**config.mk**
```make
export PLATFORM = sky130hd
export DESIGN_NAME = cs_cycle_term
export DESIGN_NICKNAME = d
export VERILOG_FILES = /design/src/rtl/cs_term_pkg.sv /design/src/rtl/cs_term_cfg.sv /design/src/rtl/cs_term_sampler.sv /design/src/rtl/cs_term_fsm.sv /design/src/rtl/cs_cycle_term.sv
export SDC_FILE = /design/constraint.sdc
export NUM_CORES = 1
export LEC_CHECK = 0
export ABC_AREA = 1
export BUFFER_PORTS_ARGS = -buffer_cell sky130_fd_sc_hd__buf_2
export CORE_MARGIN = 2
export CORE_UTILIZATION = 35
export DETAILED_ROUTE_END_ITERATION = 6
export GPL_ROUTABILITY_DRIVEN = 0
export GPL_TIMING_DRIVEN = 0
export PLACE_DENSITY = 0.61
export SLEW_MARGIN = 20
export SYNTH_ARGS = -nofsm -noshare
export SYNTH_HDL_FRONTEND = slang
export SYNTH_SLANG_ARGS = --single-unit
```
**constraint.sdc**
```tcl
create_clock -name clk -period 3.3 [get_ports clk]
set_input_delay 0.495 -clock clk [delete_from_list [all_inputs] [get_ports clk]]
set_output_delay 0.495 -clock clk [all_outputs]
set_load 0.05 [all_outputs]
```
**src/rtl/cs_term_pkg.sv**
```systemverilog
package cs_term_pkg;

    typedef enum logic [1:0] {
        ST_IDLE = 2'd0,
        ST_WAIT = 2'd1,
        ST_ACK  = 2'd2,
        ST_HOLD = 2'd3
    } term_state_e;

    typedef enum logic [1:0] {
        PS_32  = 2'b00,
        PS_16  = 2'b01,
        PS_8   = 2'b10,
        PS_EXT = 2'b11
    } port_sz_e;

    // Active-low pair pattern for a given width: bit 1 is the upper line.
    function automatic logic [1:0] width_code(input port_sz_e ps);
        case (ps)
            PS_32:   width_code = 2'b00;
            PS_16:   width_code = 2'b01;
            PS_8:    width_code = 2'b10;
            default: width_code = 2'b11;
        endcase
    endfunction

endpackage

```
**src/rtl/cs_term_cfg.sv**
```systemverilog
module cs_term_cfg
    import cs_term_pkg::*;
#(
    parameter int WAIT_W     = 4,
    parameter int BOOT_WAITS = 14
) (
    input  logic              clk,
    input  logic              rst_n,
    input  logic              load_i,
    input  logic              dram_i,
    input  logic [1:0]        port_i,
    input  logic [WAIT_W-1:0] waits_i,
    output logic              dram_o,
    output port_sz_e          port_o,
    output logic [WAIT_W-1:0] waits_o
);

    typedef struct packed {
        logic              dram;
        port_sz_e          port;
        logic [WAIT_W-1:0] waits;
    } cfg_t;

    cfg_t cfg_d, cfg_q;

    always_comb begin
        cfg_d = cfg_q;
        if (load_i) begin
            cfg_d.dram  = dram_i;
            cfg_d.port  = port_sz_e'(port_i);
            cfg_d.waits = waits_i;
        end
    end

    always_ff @(posedge clk or negedge rst_n) begin
        if (!rst_n) begin
            cfg_q.dram  <= 1'b0;
            cfg_q.port  <= PS_32;
            cfg_q.waits <= WAIT_W'(BOOT_WAITS);
        end else begin
            cfg_q <= cfg_d;
        end
    end

    assign dram_o  = cfg_q.dram;
    assign port_o  = cfg_q.port;
    assign waits_o = cfg_q.waits;

endmodule

```
**src/rtl/cs_term_sampler.sv**
```systemverilog
module cs_term_sampler #(
    parameter int PAIR_W = 2
) (
    input  logic              clk,
    input  logic              rst_n,
    input  logic [PAIR_W-1:0] ext_ack_n_i,
    input  logic              ext_ta_n_i,
    output logic              pair_seen_o,
    output logic              ta_seen_o
);

    logic pair_seen_d, pair_seen_q;
    logic ta_seen_d, ta_seen_q;

    always_comb begin
        pair_seen_d = ~&ext_ack_n_i;
        ta_seen_d   = ~ext_ta_n_i;
    end

    // Pair is captured mid-cycle on the falling edge.
    always_ff @(negedge clk or negedge rst_n) begin
        if (!rst_n) pair_seen_q <= 1'b0;
        else        pair_seen_q <= pair_seen_d;
    end

    // Single transfer-acknowledge is captured on the rising edge.
    always_ff @(posedge clk or negedge rst_n) begin
        if (!rst_n) ta_seen_q <= 1'b0;
        else        ta_seen_q <= ta_seen_d;
    end

    assign pair_seen_o = pair_seen_q;
    assign ta_seen_o   = ta_seen_q;

endmodule

```
**src/rtl/cs_term_fsm.sv**
```systemverilog
module cs_term_fsm
    import cs_term_pkg::*;
#(
    parameter int WAIT_W = 4
) (
    input  logic              clk,
    input  logic              rst_n,
    input  logic              as_n_i,
    input  logic              cs_n_i,
    input  logic              dram_i,
    input  port_sz_e          port_i,
    input  logic [WAIT_W-1:0] waits_i,
    input  logic              alt_i,
    input  logic              pair_seen_i,
    input  logic              ta_seen_i,
    output logic [1:0]        ack_n_o,
    output logic              ack_oe_o,
    output logic              ta_n_o,
    output logic              ta_oe_o,
    output logic              done_o,
    output logic              done_ext_o
);

    typedef struct packed {
        term_state_e       state;
        logic [WAIT_W-1:0] cnt;
        logic [1:0]        ack_n;
        logic              ack_oe;
        logic              ta_n;
        logic              ta_oe;
        logic              done;
        logic              done_ext;
    } fsm_t;

    fsm_t s_d, s_q;
    logic ext_hit;

    always_comb begin
        s_d      = s_q;
        s_d.done = 1'b0;
        ext_hit  = alt_i ? ta_seen_i : pair_seen_i;
        case (s_q.state)
            ST_IDLE: begin
                if (!as_n_i && !cs_n_i && !dram_i) begin
                    s_d.state    = ST_WAIT;
                    s_d.cnt      = waits_i;
                    s_d.done_ext = 1'b0;
                end
            end
            ST_WAIT: begin
                if (as_n_i) begin
                    s_d.state = ST_IDLE;
                end else if (ext_hit) begin
                    s_d.state    = ST_HOLD;
                    s_d.done     = 1'b1;
                    s_d.done_ext = 1'b1;
                end else if (port_i != PS_EXT && s_q.cnt == '0) begin
                    s_d.state    = ST_ACK;
                    s_d.done     = 1'b1;
                    s_d.done_ext = 1'b0;
                    if (alt_i) begin
                        s_d.ta_n  = 1'b0;
                        s_d.ta_oe = 1'b1;
                    end else begin
                        s_d.ack_n  = width_code(port_i);
                        s_d.ack_oe = 1'b1;
                    end
                end else if (s_q.cnt != '0) begin
                    s_d.cnt = s_q.cnt - 1'b1;
                end
            end
            default: begin
                if (as_n_i) begin
                    s_d.state  = ST_IDLE;
                    s_d.ack_n  = 2'b11;
                    s_d.ack_oe = 1'b0;
                    s_d.ta_n   = 1'b1;
                    s_d.ta_oe  = 1'b0;
                end
            end
        endcase
    end

    always_ff @(posedge clk or negedge rst_n) begin
        if (!rst_n) begin
            s_q.state    <= ST_IDLE;
            s_q.cnt      <= '0;
            s_q.ack_n    <= 2'b11;
            s_q.ack_oe   <= 1'b0;
            s_q.ta_n     <= 1'b1;
            s_q.ta_oe    <= 1'b0;
            s_q.done     <= 1'b0;
            s_q.done_ext <= 1'b0;
        end else begin
            s_q <= s_d;
        end
    end

    assign ack_n_o    = s_q.ack_n;
    assign ack_oe_o   = s_q.ack_oe;
    assign ta_n_o     = s_q.ta_n;
    assign ta_oe_o    = s_q.ta_oe;
    assign done_o     = s_q.done;
    assign done_ext_o = s_q.done_ext;

endmodule

```
**src/rtl/cs_cycle_term.sv**
```systemverilog
module cs_cycle_term
    import cs_term_pkg::*;
#(
    parameter int WAIT_W     = 4,
    parameter int BOOT_WAITS = 14
) (
    input  logic              clk,
    input  logic              rst_n,
    input  logic              cfg_load_i,
    input  logic              cfg_dram_i,
    input  logic [1:0]        cfg_port_i,
    input  logic [WAIT_W-1:0] cfg_waits_i,
    input  logic              bus_alt_i,
    input  logic              as_n_i,
    input  logic              cs_n_i,
    input  logic [1:0]        ext_ack_n_i,
    input  logic              ext_ta_n_i,
    output logic [1:0]        ack_n_o,
    output logic              ack_oe_o,
    output logic              ta_n_o,
    output logic              ta_oe_o,
    output logic              done_o,
    output logic              done_ext_o
);

    logic              cfg_dram_q;
    port_sz_e          cfg_port_q;
    logic [WAIT_W-1:0] cfg_waits_q;
    logic              pair_seen;
    logic              ta_seen;

    cs_term_cfg #(
        .WAIT_W     (WAIT_W),
        .BOOT_WAITS (BOOT_WAITS)
    ) u_cfg (
        .clk     (clk),
        .rst_n   (rst_n),
        .load_i  (cfg_load_i),
        .dram_i  (cfg_dram_i),
        .port_i  (cfg_port_i),
        .waits_i (cfg_waits_i),
        .dram_o  (cfg_dram_q),
        .port_o  (cfg_port_q),
        .waits_o (cfg_waits_q)
    );

    cs_term_sampler #(
        .PAIR_W (2)
    ) u_smp (
        .clk         (clk),
        .rst_n       (rst_n),
        .ext_ack_n_i (ext_ack_n_i),
        .ext_ta_n_i  (ext_ta_n_i),
        .pair_seen_o (pair_seen),
        .ta_seen_o   (ta_seen)
    );

    cs_term_fsm #(
        .WAIT_W (WAIT_W)
    ) u_fsm (
        .clk         (clk),
        .rst_n       (rst_n),
        .as_n_i      (as_n_i),
        .cs_n_i      (cs_n_i),
        .dram_i      (cfg_dram_q),
        .port_i      (cfg_port_q),
        .waits_i     (cfg_waits_q),
        .alt_i       (bus_alt_i),
        .pair_seen_i (pair_seen),
        .ta_seen_i   (ta_seen),
        .ack_n_o     (ack_n_o),
        .ack_oe_o    (ack_oe_o),
        .ta_n_o      (ta_n_o),
        .ta_oe_o     (ta_oe_o),
        .done_o      (done_o),
        .done_ext_o  (done_ext_o)
    );

endmodule

```
# After elaboration in Yosys (flattened, before gate mapping)
# Index checks and enable logic that the tools add are counted.
[classes]
eq_ne = 12
reduce_logical = 22
n_bitwise = 2
mux = 22
addsub = 1
[ops]
columns = ["op", "count"]
rows = [
  ["$reduce_and 6->1", 3],
  ["$mux 2", 6],
  ["$mux 11", 1],
  ["$pmux 5 s2", 1],
  ["$mux 9", 1],
  ["$mux 4", 2],
  ["$ne 2x2->1 const B", 4],
  ["$pmux 4 s2", 1],
  ["$mux 7", 1],
  ["$mux 6", 1],
  ["$ne 3x1->1 const B", 2],
  ["$pmux 2 s3", 1],
  ["$reduce_bool 2->1", 3],
  ["$reduce_bool 3->1", 2],
  ["$mux 5", 1],
  ["$eq 2x1->1 const B", 2],
  ["$logic_not 1->1", 4],
  ["$logic_not 2->1", 2],
  ["$logic_not 4->1", 1],
  ["$ne 2x1->1 const B", 2],
  ["$ne 4x2->1 const B", 1],
  ["$pmux 2 s2", 1],
  ["$reduce_and 4->1", 1],
  ["$reduce_bool 4->1", 1],
  ["other kinds (9)", 14],
]
[totals]
out_inout_bits = 7
word_cells = 72
inputBits = 16
regBits = 22

# Longest topological paths before layout
# Gate-level depths: netlist of run 1.
[depth]
ltp_word = 7
mapped_depth = 10
depth_no_buf = 9

# Hierarchy
# A second synthesis of run 1 with hierarchy kept.
[unflattened]
cells_unflattened = 160
area_unflattened_um2 = 1162.4
[modules_own_cells]
columns = ["mod", "seq_area_each_um2", "n_inst", "area_each_um2", "cells_per_inst"]
rows = [
  ["cs_term_fsm", 329.1, 1, 832.0, 126],
  ["cs_term_cfg", 178.9, 1, 272.8, 30],
  ["cs_term_sampler", 50.0, 1, 57.6, 4],
]

==> results of run 1 <==
[worst max-delay path: cells and delay by family, from the launching register on]
kind,cells,cell delay (ns)
buffers and inverters,1,0.06
DFF,1,0.35
and+or+nand+nor,7,0.55
[final cells by class]
class	count	area, µm²
plain buffers	4	30.03
repair buffers	22	110.1
fillers	348	1927
multi-input cells	103	588.1
clock buffers	4	36.28
inverters	22	82.58
well taps	46	57.56
flip-flops and latches	22	558.0
[registers in the layout, indices dropped and copies added, names as in the netlist]
register / cells
u_cfg.port_o: 2
u_cfg.waits_o: 4
u_smp.pair_seen_o: 1
u_fsm.s_q: 6
u_fsm.ack_oe_o: 1
u_fsm.done_ext_o: 1
u_fsm.ta_oe_o: 1
u_fsm.done_o: 1
u_smp.ta_seen_o: 1
u_cfg.dram_o: 1
u_fsm.ta_n_o: 1
u_fsm.ack_n_o: 2
[cells by family after synthesis]
family,count (synthesis),share of synthesized area (%)
xor gates and xnor gates,1,0.6960
adders and majority gates,4,3.976
and+or+nand+nor,81,33.40
AOI/OAI and AO/OA,16,7.754
muxes,1,0.8946
buffers and inverters,26,8.946
DFF,22,44.33
[power by group through the flow]
stage | sequential, mW | clock, mW | combinational [mW]
2_1_floorplan | 0.510 | 0 | 0.510
3_3_place_gp | 0.421 | 0 | 0.718
3_5_place_dp | 0.427 | 0 | 0.739
4_1_cts | 0.422 | 0.155 | 0.741
5_1_grt | 0.432 | 0.175 | 0.818
6_report | 0.421 | 0.150 | 0.737
[layout by cell type, fill, tap and decap left out]
cell / count
a21oi_1: 2
nand3b_1: 1
nand3_1: 12
buf_2: 22
ha_1: 4
nand2_4: 3
inv_1: 15
nor2_1: 4
dfrtp_1: 15
dfstp_2: 6
nor2_4: 3
clkbuf_8: 1
nand2_1: 46
o21ai_4: 1
a22oi_1: 1
xnor2_1: 1
o21ai_1: 1
dfrtn_1: 1
clkbuf_1: 1
mux2_2: 1
or2_1: 1
inv_2: 7
nor2_2: 1
buf_6: 1
clkbuf_4: 3
o21ai_0: 8
o22ai_1: 3
buf_4: 2
nand3_4: 1
nand2_2: 3
nand4_1: 3
nand3_2: 3
[routing by layer]
metal / wire length (µm) / share of wire [%] / vias up
li1: - / - / 532
met1: 1085 / 45 / 484
met2: 1206 / 50 / 23
met3: 86 / 3.5 / 4
met4: 48 / 2.0 / 0
met5: 0 / 0 / -
[final timing paths]
kind / depth (start not counted) / start / slack [ns] / endpoint
setup / recovery: 8 / u_smp.pair_seen_o$_DFF_NN0_ / 0.61 / u_fsm.ta_oe_o$_DFFE_PN0P_
hold / removal: 1 / rst_n / 0.12 / u_fsm.done_o$_DFF_PN0_
setup reg to reg: 8 / u_smp.pair_seen_o$_DFF_NN0_ / 0.61 / u_fsm.ta_oe_o$_DFFE_PN0P_
hold reg to reg: 2 / u_fsm.ta_n_o$_DFFE_PN1P_ / 0.47 / u_fsm.ta_n_o$_DFFE_PN1P_
max in group asynchronous: 1 / rst_n / 1.26 / u_smp.pair_seen_o$_DFF_NN0_
min in group clk: 2 / ext_ta_n_i / 0.31 / u_smp.ta_seen_o$_DFF_PN0_
==> flow_metrics.env, run 1 <==
export IMPL_drtIter0Drc=24
export IMPL_dp_hpwl_um=1958
export IMPL_pwr_share_seq_pct=32.2
export IMPL_cts_root_buf="clkbuf_4"
export IMPL_ctsHoldBuffers=0
export IMPL_gr_max_usage_layer="met2"
export IMPL_swShare_pct=48.72
export IMPL_setup_viol=0
export IMPL_power_mw=1.309
export IMPL_holdWs_ns=0.1248
export IMPL_cts_sinks=22
export IMPL_tightestPinTransition_ns=0.4900
export IMPL_share_comb_of_total_power_pct=56.3
export IMPL_vias=1043
export IMPL_core_area_um2=3390
export IMPL_antenna_found_initial=0
export IMPL_htree_levels=1
export IMPL_netlist_top_cells_area="dfrtp_1 30%, nand2_1 14%, dfstp_2 13%"
export IMPL_drive_above_1_share_pct=32.77
export IMPL_stdcell_count=223
export IMPL_power_density_nw_per_um2=895.0
export IMPL_required_ns=3.51
export IMPL_cts_buffers=3
export IMPL_ys_ff_latch=22
export IMPL_fin_tns_setup_ns=0
export IMPL_core_rowCount=21
export IMPL_tritoncts="done"
export IMPL_cts_resized=0
export IMPL_ys_warnings_count=0
export IMPL_initial_core_util_pct=37.14
export IMPL_place_ws_ns=0.6093
export IMPL_n_antenna_cell=0
export IMPL_path_cells="nand2_1, nand2_4, nand2_4, nand2_4, inv_2, nand3_1, nand2_1, nand2_1"
export IMPL_grt_total_usage_pct=13.74
export IMPL_synth_most_common_cell="nand2_1"
export IMPL_dieArea_um2=4092
export IMPL_slew_headroom_pct=67.33
export IMPL_cp_slowest_stage_delay_ns=0.35
export IMPL_wl_per_cell_um=10.89
export IMPL_placedCellCount=219
export IMPL_syn_area_um2=1259
export IMPL_synth_top_area_cell="dfrtp_1"
export IMPL_grt_pass1_wl_um=4416
export IMPL_finalClockSkew_ns=0.01026
export IMPL_drtPass1Iterations=4
export IMPL_cp_slowest_cell="dfrtn_1"
export IMPL_placed_area_um2=1426
export IMPL_die_w_um=63.97
export IMPL_cp_arrival_ns=2.90
export IMPL_cts_reportedPaths_clkPinSlew_ns=0.13
export IMPL_rsz0062_at_grt="false"
export IMPL_grt_pass1_vias=1076
export IMPL_clk_latency_ns=0.31
export IMPL_worst_setup_path_end_kind="register"
export IMPL_crit_type="reg2reg"
export IMPL_slew_viol_final=0
export IMPL_nets=198
export IMPL_portBuffers=22
export IMPL_critPathLaunchType="register"
export IMPL_postCtsSetupRepairBufs=0
export IMPL_stdcell_area_um2=1463
export IMPL_net_switching_power_mw=0.6377
export IMPL_status="complete, no violations"
export IMPL_drtAntennaViolNets=0
export IMPL_syn_inst=151
export IMPL_leakage_nw=0.7723
export IMPL_routed_via_density=4.677
export IMPL_critPathMaxFanout=3
export IMPL_met3_usage_pct=2.113
export IMPL_synth_edff_count=0
export IMPL_area_growth_pct=16.20
export IMPL_ys_types=29
export IMPL_synth_top_area_share_pct=29.82
export IMPL_routed_wl_um=2428
export IMPL_num_io_pins=23
export IMPL_post_route_util_pct=43.15
export IMPL_p_int_mw=0.6714
export IMPL_drc=0
export IMPL_ir_drop_v=0.0003107
export IMPL_netlist_top_cells_count="46 x nand2_1, 15 x dfrtp_1, 15 x inv_1"
export IMPL_power_clock_fraction_pct=11.5
export IMPL_synth_area_per_cell_um2=8.336
export IMPL_synth_fp_nets=171
export IMPL_hold_viol=0
export IMPL_setup_ws_ns=0.6067
export IMPL_use_met2_pct=24.74
export IMPL_grt_use_met1_pct=16.07
export IMPL_cap_violations=0
export IMPL_async_flop_share_pct=100.0
export IMPL_synth_ff_type="dfrtp_1"
export IMPL_yosysSeqAreaShare_pct=44.33
export IMPL_grt_max_degree=23
export IMPL_die_h_um=63.97
export IMPL_hold_class="in2async"
export IMPL_overflow=0
export IMPL_cts_buffer_depth=2
Power figures use the tool's default switching activity.
==> inputs of run 2 (changes only) <==
--- a/config.mk
+++ b/config.mk
@@ -12,7 +12,7 @@
 export DETAILED_ROUTE_END_ITERATION = 6
 export GPL_ROUTABILITY_DRIVEN = 0
 export GPL_TIMING_DRIVEN = 0
-export PLACE_DENSITY = 0.61
+export PLACE_DENSITY = 0.63
 export SLEW_MARGIN = 20
 export SYNTH_ARGS = -nofsm -noshare
 export SYNTH_HDL_FRONTEND = slang
==> constraint.sdc (replaced) <==
create_clock -name clk -period 2.4 [get_ports clk]
set_input_delay 0.36 -clock clk [delete_from_list [all_inputs] [get_ports clk]]
set_output_delay 0.36 -clock clk [all_outputs]
set_load 0.05 [all_outputs]
==> run 2 against run 1 <==
Clock power is 15% higher. Utilization stayed put. Final cell count is 0.45% higher. Largest power group unchanged.
==> flow_metrics.env, run 2 (synthesized netlist as in run 1, its figures left out) <==
export IMPL_grt_total_usage_pct=12.75
export IMPL_power_clock_fraction_pct=9.9
export IMPL_hold_viol=0
export IMPL_critPathLaunchType="register"
export IMPL_num_io_pins=23
export IMPL_cts_sinks=22
export IMPL_crit_type="reg2reg"
export IMPL_worst_setup_path_end_kind="register"
export IMPL_antenna_found_initial=0
export IMPL_fin_tns_setup_ns=0
export IMPL_status="complete, no violations"
export IMPL_cp_slowest_cell="dfrtn_1"
export IMPL_tightestPinTransition_ns=0.4877
export IMPL_cts_reportedPaths_clkPinSlew_ns=0.11
export IMPL_cap_violations=0
export IMPL_slew_viol_final=0
export IMPL_critPathMaxFanout=3
export IMPL_portBuffers=22
export IMPL_grt_pass1_wl_um=4153
export IMPL_post_route_util_pct=43.15
export IMPL_ir_drop_v=0.0004669
export IMPL_drtPass1Iterations=4
export IMPL_dp_hpwl_um=1853
export IMPL_share_comb_of_total_power_pct=57.3
export IMPL_n_antenna_cell=0
export IMPL_routed_wl_um=2302
export IMPL_dieArea_um2=4092
export IMPL_p_int_mw=0.8963
export IMPL_final_cell_mix="46 x nand2_1, 22 x buf_2, 15 x inv_1, 15 x dfrtp_1, 12 x nand3_1"
export IMPL_grt_pass1_vias=992
export IMPL_die_h_um=63.97
export IMPL_drtIter0Drc=18
export IMPL_clk_latency_ns=0.31
export IMPL_cp_arrival_ns=2.44
export IMPL_overflow=0
export IMPL_area_growth_pct=16.20
export IMPL_grt_max_degree=23
export IMPL_power_density_nw_per_um2=1198
export IMPL_finalClockSkew_ns=0.01142
export IMPL_nets=199
export IMPL_path_common_cell="nand2_1"
export IMPL_htree_levels=1
export IMPL_tritoncts="done"
export IMPL_initial_core_util_pct=37.14
export IMPL_wl_per_cell_um=10.28
export IMPL_crit_family="flip-flops"
export IMPL_hold_class="in2reg"
export IMPL_cts_buffer_depth=2
export IMPL_cp_num_buf_inv=0
export IMPL_path_cells="nor2_1, a21oi_1, nand3_1, nand2_1, nand2_1"
export IMPL_cts_buffers=3
export IMPL_rsz0062_at_grt="false"
export IMPL_largest_reg_flops=6
export IMPL_required_ns=2.61
export IMPL_die_w_um=63.97
export IMPL_core_rowCount=21
export IMPL_net_switching_power_mw=0.8562
export IMPL_vias=1045
export IMPL_pwr_share_seq_pct=32.9
export IMPL_slew_headroom_pct=67.48
export IMPL_cp_slowest_stage_delay_ns=0.42
export IMPL_drtAntennaViolNets=0
export IMPL_routed_via_density=4.665
export IMPL_drc=0
export IMPL_final_common_cell="nand2_1"
export IMPL_setup_ws_ns=0.1660
export IMPL_largest_register="u_fsm.s_q"
export IMPL_leakage_nw=0.7705
export IMPL_cts_root_buf="clkbuf_4"
export IMPL_place_ws_ns=0.1683
export IMPL_swShare_pct=48.86
export IMPL_core_area_um2=3390
export IMPL_drive_above_1_share_pct=32.02
export IMPL_setup_viol=0
-- run 2: power by group through the flow --
stage                     sequential (mW)  combinational [mW]  clock, mW
after CTS                           0.578                1.01      0.186
after floorplan                     0.701               0.702          0
after detailed placement            0.585                1.01          0
after global routing                0.592                1.12      0.200
after global placement              0.580               0.991          0
final                               0.576                1.00      0.173
-- run 2: worst paths after layout --
check | slack [ns] | endpoint | cells past startpoint | from
hold / removal | 0.19 | u_smp.ta_seen_o$_DFF_PN0_ | 2 | ext_ta_n_i
setup / recovery | 0.17 | u_fsm.ta_oe_o$_DFFE_PN0P_ | 5 | u_smp.pair_seen_o$_DFF_NN0_
setup reg to reg | 0.17 | u_fsm.ta_oe_o$_DFFE_PN0P_ | 5 | u_smp.pair_seen_o$_DFF_NN0_
max in group asynchronous | 0.41 | u_smp.pair_seen_o$_DFF_NN0_ | 2 | rst_n
min in group asynchronous | 0.53 | u_fsm.done_o$_DFF_PN0_ | 2 | rst_n
hold reg to reg | 0.47 | u_fsm.ta_n_o$_DFFE_PN1P_ | 2 | u_fsm.ta_n_o$_DFFE_PN1P_
-- run 2: cell type report --
type,count,area [µm²]
buffer,4,30.03
clock buffer,4,26.28
fill,354,1927
inverter,22,82.58
multi-input combinational,103,588.1
sequential,22,558.0
tap,46,57.56
timing repair buffer,23,120.1
-- run 2: repair_timing --
| action | CTS | global route |
|---|---|---|
| gates resized for setup | 0 | 0 |
| buffers inserted | 0 | 0 |
| hold endpoints to repair | 8 | 0 |
| hold buffers | 1 | 0 |
-- run 2: routing by layer --
metal | vias to the layer above | GRT usage [%] | wire [µm]
met3 | 6 | 2.641 | 101
met1 | 487 | 16.04 | 1117
met4 | 0 | 5.435 | 40
li1 | 532 | - | -
met5 | - | 0 | 0
met2 | 20 | 21.09 | 1044
-- run 2: stage by stage --
step / hold WS, ns / instances / power, mW / instance area, µm²
3_5_place_dp: 0.3549 / 219 / 1.593 / 1426
2_1_floorplan: 0.06441 / 151 / 1.402 / 1259
5_1_grt: 0.1799 / 224 / 1.912 / 1463
4_1_cts: 0.1701 / 224 / 1.776 / 1463
3_3_place_gp: 0.3458 / 219 / 1.571 / 1426
6_report: 0.1861 / 224 / 1.753 / 1463
==> inputs of run 3 (changes only) <==
--- a/config.mk
+++ b/config.mk
@@ -12,7 +12,7 @@
 export DETAILED_ROUTE_END_ITERATION = 6
 export GPL_ROUTABILITY_DRIVEN = 0
 export GPL_TIMING_DRIVEN = 0
-export PLACE_DENSITY = 0.63
+export PLACE_DENSITY = 0.51
 export SLEW_MARGIN = 20
 export SYNTH_ARGS = -nofsm -noshare
 export SYNTH_HDL_FRONTEND = slang
==> constraint.sdc (replaced) <==
create_clock -name clk -period 2.8 [get_ports clk]
set_input_delay 0.42 -clock clk [delete_from_list [all_inputs] [get_ports clk]]
set_output_delay 0.42 -clock clk [all_outputs]
set_load 0.05 [all_outputs]
==> run 3 against run 2 <==
Combinational power is 14% lower. Non-clock buffer count is 1 lower. Final cell count is 0.45% lower. Die area stayed put. Critical endpoint unchanged.
==> flow_metrics.env, run 3 (synthesized netlist as in run 1, its figures left out) <==
export IMPL_cts_buffer_depth=2
export IMPL_grt_max_degree=23
export IMPL_antenna_found_initial=0
export IMPL_cp_slowest_stage_delay_ns=0.36
export IMPL_critPathMaxFanout=3
export IMPL_leakage_nw=0.7793
export IMPL_dieArea_um2=4092
export IMPL_core_area_um2=3390
export IMPL_largest_reg_flops=6
export IMPL_drtIter0Drc=48
export IMPL_die_h_um=63.97
export IMPL_initial_core_util_pct=37.14
export IMPL_drc=0
export IMPL_cts_reportedPaths_clkPinSlew_ns=0.13
export IMPL_met3WireLength_um=90
export IMPL_vias=1018
export IMPL_drtAntennaViolNets=0
export IMPL_tritoncts="done"
export IMPL_hold_class="in2async"
export IMPL_cap_violations=0
export IMPL_multiInputGateArea_um2=588.1
export IMPL_cts_resized=0
export IMPL_slew_viol_final=0
export IMPL_largest_register="u_fsm.s_q"
export IMPL_slew_headroom_pct=67.95
export IMPL_overflow=0
export IMPL_dp_hpwl_um=1865
export IMPL_ctsHoldBuffers=0
export IMPL_required_ns=3.03
export IMPL_die_w_um=63.97
export IMPL_hold_viol=0
export IMPL_rsz0062_at_grt="false"
export IMPL_wl_per_cell_um=10.69
export IMPL_worst_setup_path_end_kind="register"
export IMPL_critPathLaunchType="register"
export IMPL_status="complete, no violations"
export IMPL_n_antenna_cell=0
export IMPL_fin_tns_setup_ns=0
export IMPL_grt_total_usage_pct=13.10
export IMPL_crit_type="reg2reg"
export IMPL_tightestPinTransition_ns=0.4807
export IMPL_holdWs_ns=0.03060
export IMPL_fillers=351
export IMPL_ir_drop_v=0.0003177
export IMPL_core_rowCount=21
export IMPL_cts_root_buf="clkbuf_4"
export IMPL_placedCellCount=219
export IMPL_final_common_cell="nand2_1"
export IMPL_setup_viol=0
export IMPL_cp_arrival_ns=2.66
export IMPL_cts_buffers=3
export IMPL_met1_length_um=1122
export IMPL_area_growth_pct=17.50
export IMPL_grt_pass1_wl_um=4195
export IMPL_num_io_pins=23
export IMPL_dr_wl_met2_um=1118
export IMPL_grt_pass1_vias=927
export IMPL_portBuffers=22
export IMPL_drtPass1Iterations=4
export IMPL_clk_latency_ns=0.32
export IMPL_routed_via_density=4.565
export IMPL_highest_layer="met4"
export IMPL_final_cell_mix="46 x nand2_1, 22 x buf_2, 15 x inv_1, 15 x dfrtp_1, 12 x nand3_1"
export IMPL_finalClockSkew_ns=0.008955
export IMPL_power_density_nw_per_um2=1086
export IMPL_nets=198
export IMPL_drive_above_1_share_pct=32.77
export IMPL_htree_levels=1
export IMPL_postCtsSetupRepairBufs=0
export IMPL_stdcell_count=223
export IMPL_cp_slowest_cell="dfrtn_1"
export IMPL_cts_sinks=22
export IMPL_routed_wl_um=2383
export IMPL_seqCellArea_um2=558.0
export IMPL_path_cells="nand2_1, nand2_4, nand2_4, nand2_4, inv_2, nand3_1, nand2_1, nand2_1"
==> run 3: cell count changes in the layout (fill, tap and decap cells not counted) <==
cell,change
bufinv_16,+1
clkbuf_1,-1
dlygate4sd3_1,-1
==> run 3: path summary, 6_finish.rpt <==
path                                              from                           to  slack [ns]  cells after the start
setup / recovery           u_smp.pair_seen_o$_DFF_NN0_    u_fsm.ta_oe_o$_DFFE_PN0P_        0.37                      8
hold / removal                                   rst_n     u_fsm.s_q[9]$_DFFE_PN0P_        0.03                      1
setup reg to reg           u_smp.pair_seen_o$_DFF_NN0_    u_fsm.ta_oe_o$_DFFE_PN0P_        0.37                      8
hold reg to reg               u_fsm.ta_n_o$_DFFE_PN1P_     u_fsm.ta_n_o$_DFFE_PN1P_        0.47                      2
max in group asynchronous                        rst_n  u_smp.pair_seen_o$_DFF_NN0_        1.12                      1
min in group clk                            ext_ta_n_i    u_smp.ta_seen_o$_DFF_PN0_        0.22                      2
==> run 3: final cells by class <==
| class | count | area share [%] |
|---|---|---|
| Buffer | 4 | 2.030 |
| Clock buffer | 3 | 1.523 |
| Clock inverter | 1 | 2.030 |
| Inverter | 22 | 5.584 |
| Multi-Input combinational cell | 103 | 39.76 |
| Sequential cell | 22 | 37.73 |
| Tap cell | 46 | 3.892 |
| Timing Repair Buffer | 22 | 7.445 |
==> run 3: critical path, delay by kind of cell (launching register included) <==
family / cells / cell delay [ns]
buffers and inverters: 1 / 0.06
DFF: 1 / 0.36
and+or+nand+nor: 7 / 0.52
==> run 3: per-stage QoR <==
stage	total power [mW]	area, µm²	util, %	setup slack [ns]
final	1.607	1479	43.63	0.3719
after global routing	1.740	1479	43.63	0.2789
after CTS	1.625	1479	43.63	0.3630
after detailed placement	1.370	1426	42.08	0.3641
after global placement	1.356	1426	42.08	0.3686
after floorplan	1.202	1259	-	0.4294
==> run 3: metal layers <==
layer,vias to the layer above,track usage [%]
met5,-,0
met1,468,17.08
met3,5,2.465
met2,16,20.70
met4,0,6.522
li1,529,-
==> run 3: report_power, final <==
part,switching [mW],leakage (nW),total (mW),internal (mW)
logic,0.580,0.488,0.861,0.281
registers,0.0636,0.264,0.493,0.430
clock network,0.107,0.0279,0.252,0.145
total,0.750,0.779,1.61,0.856
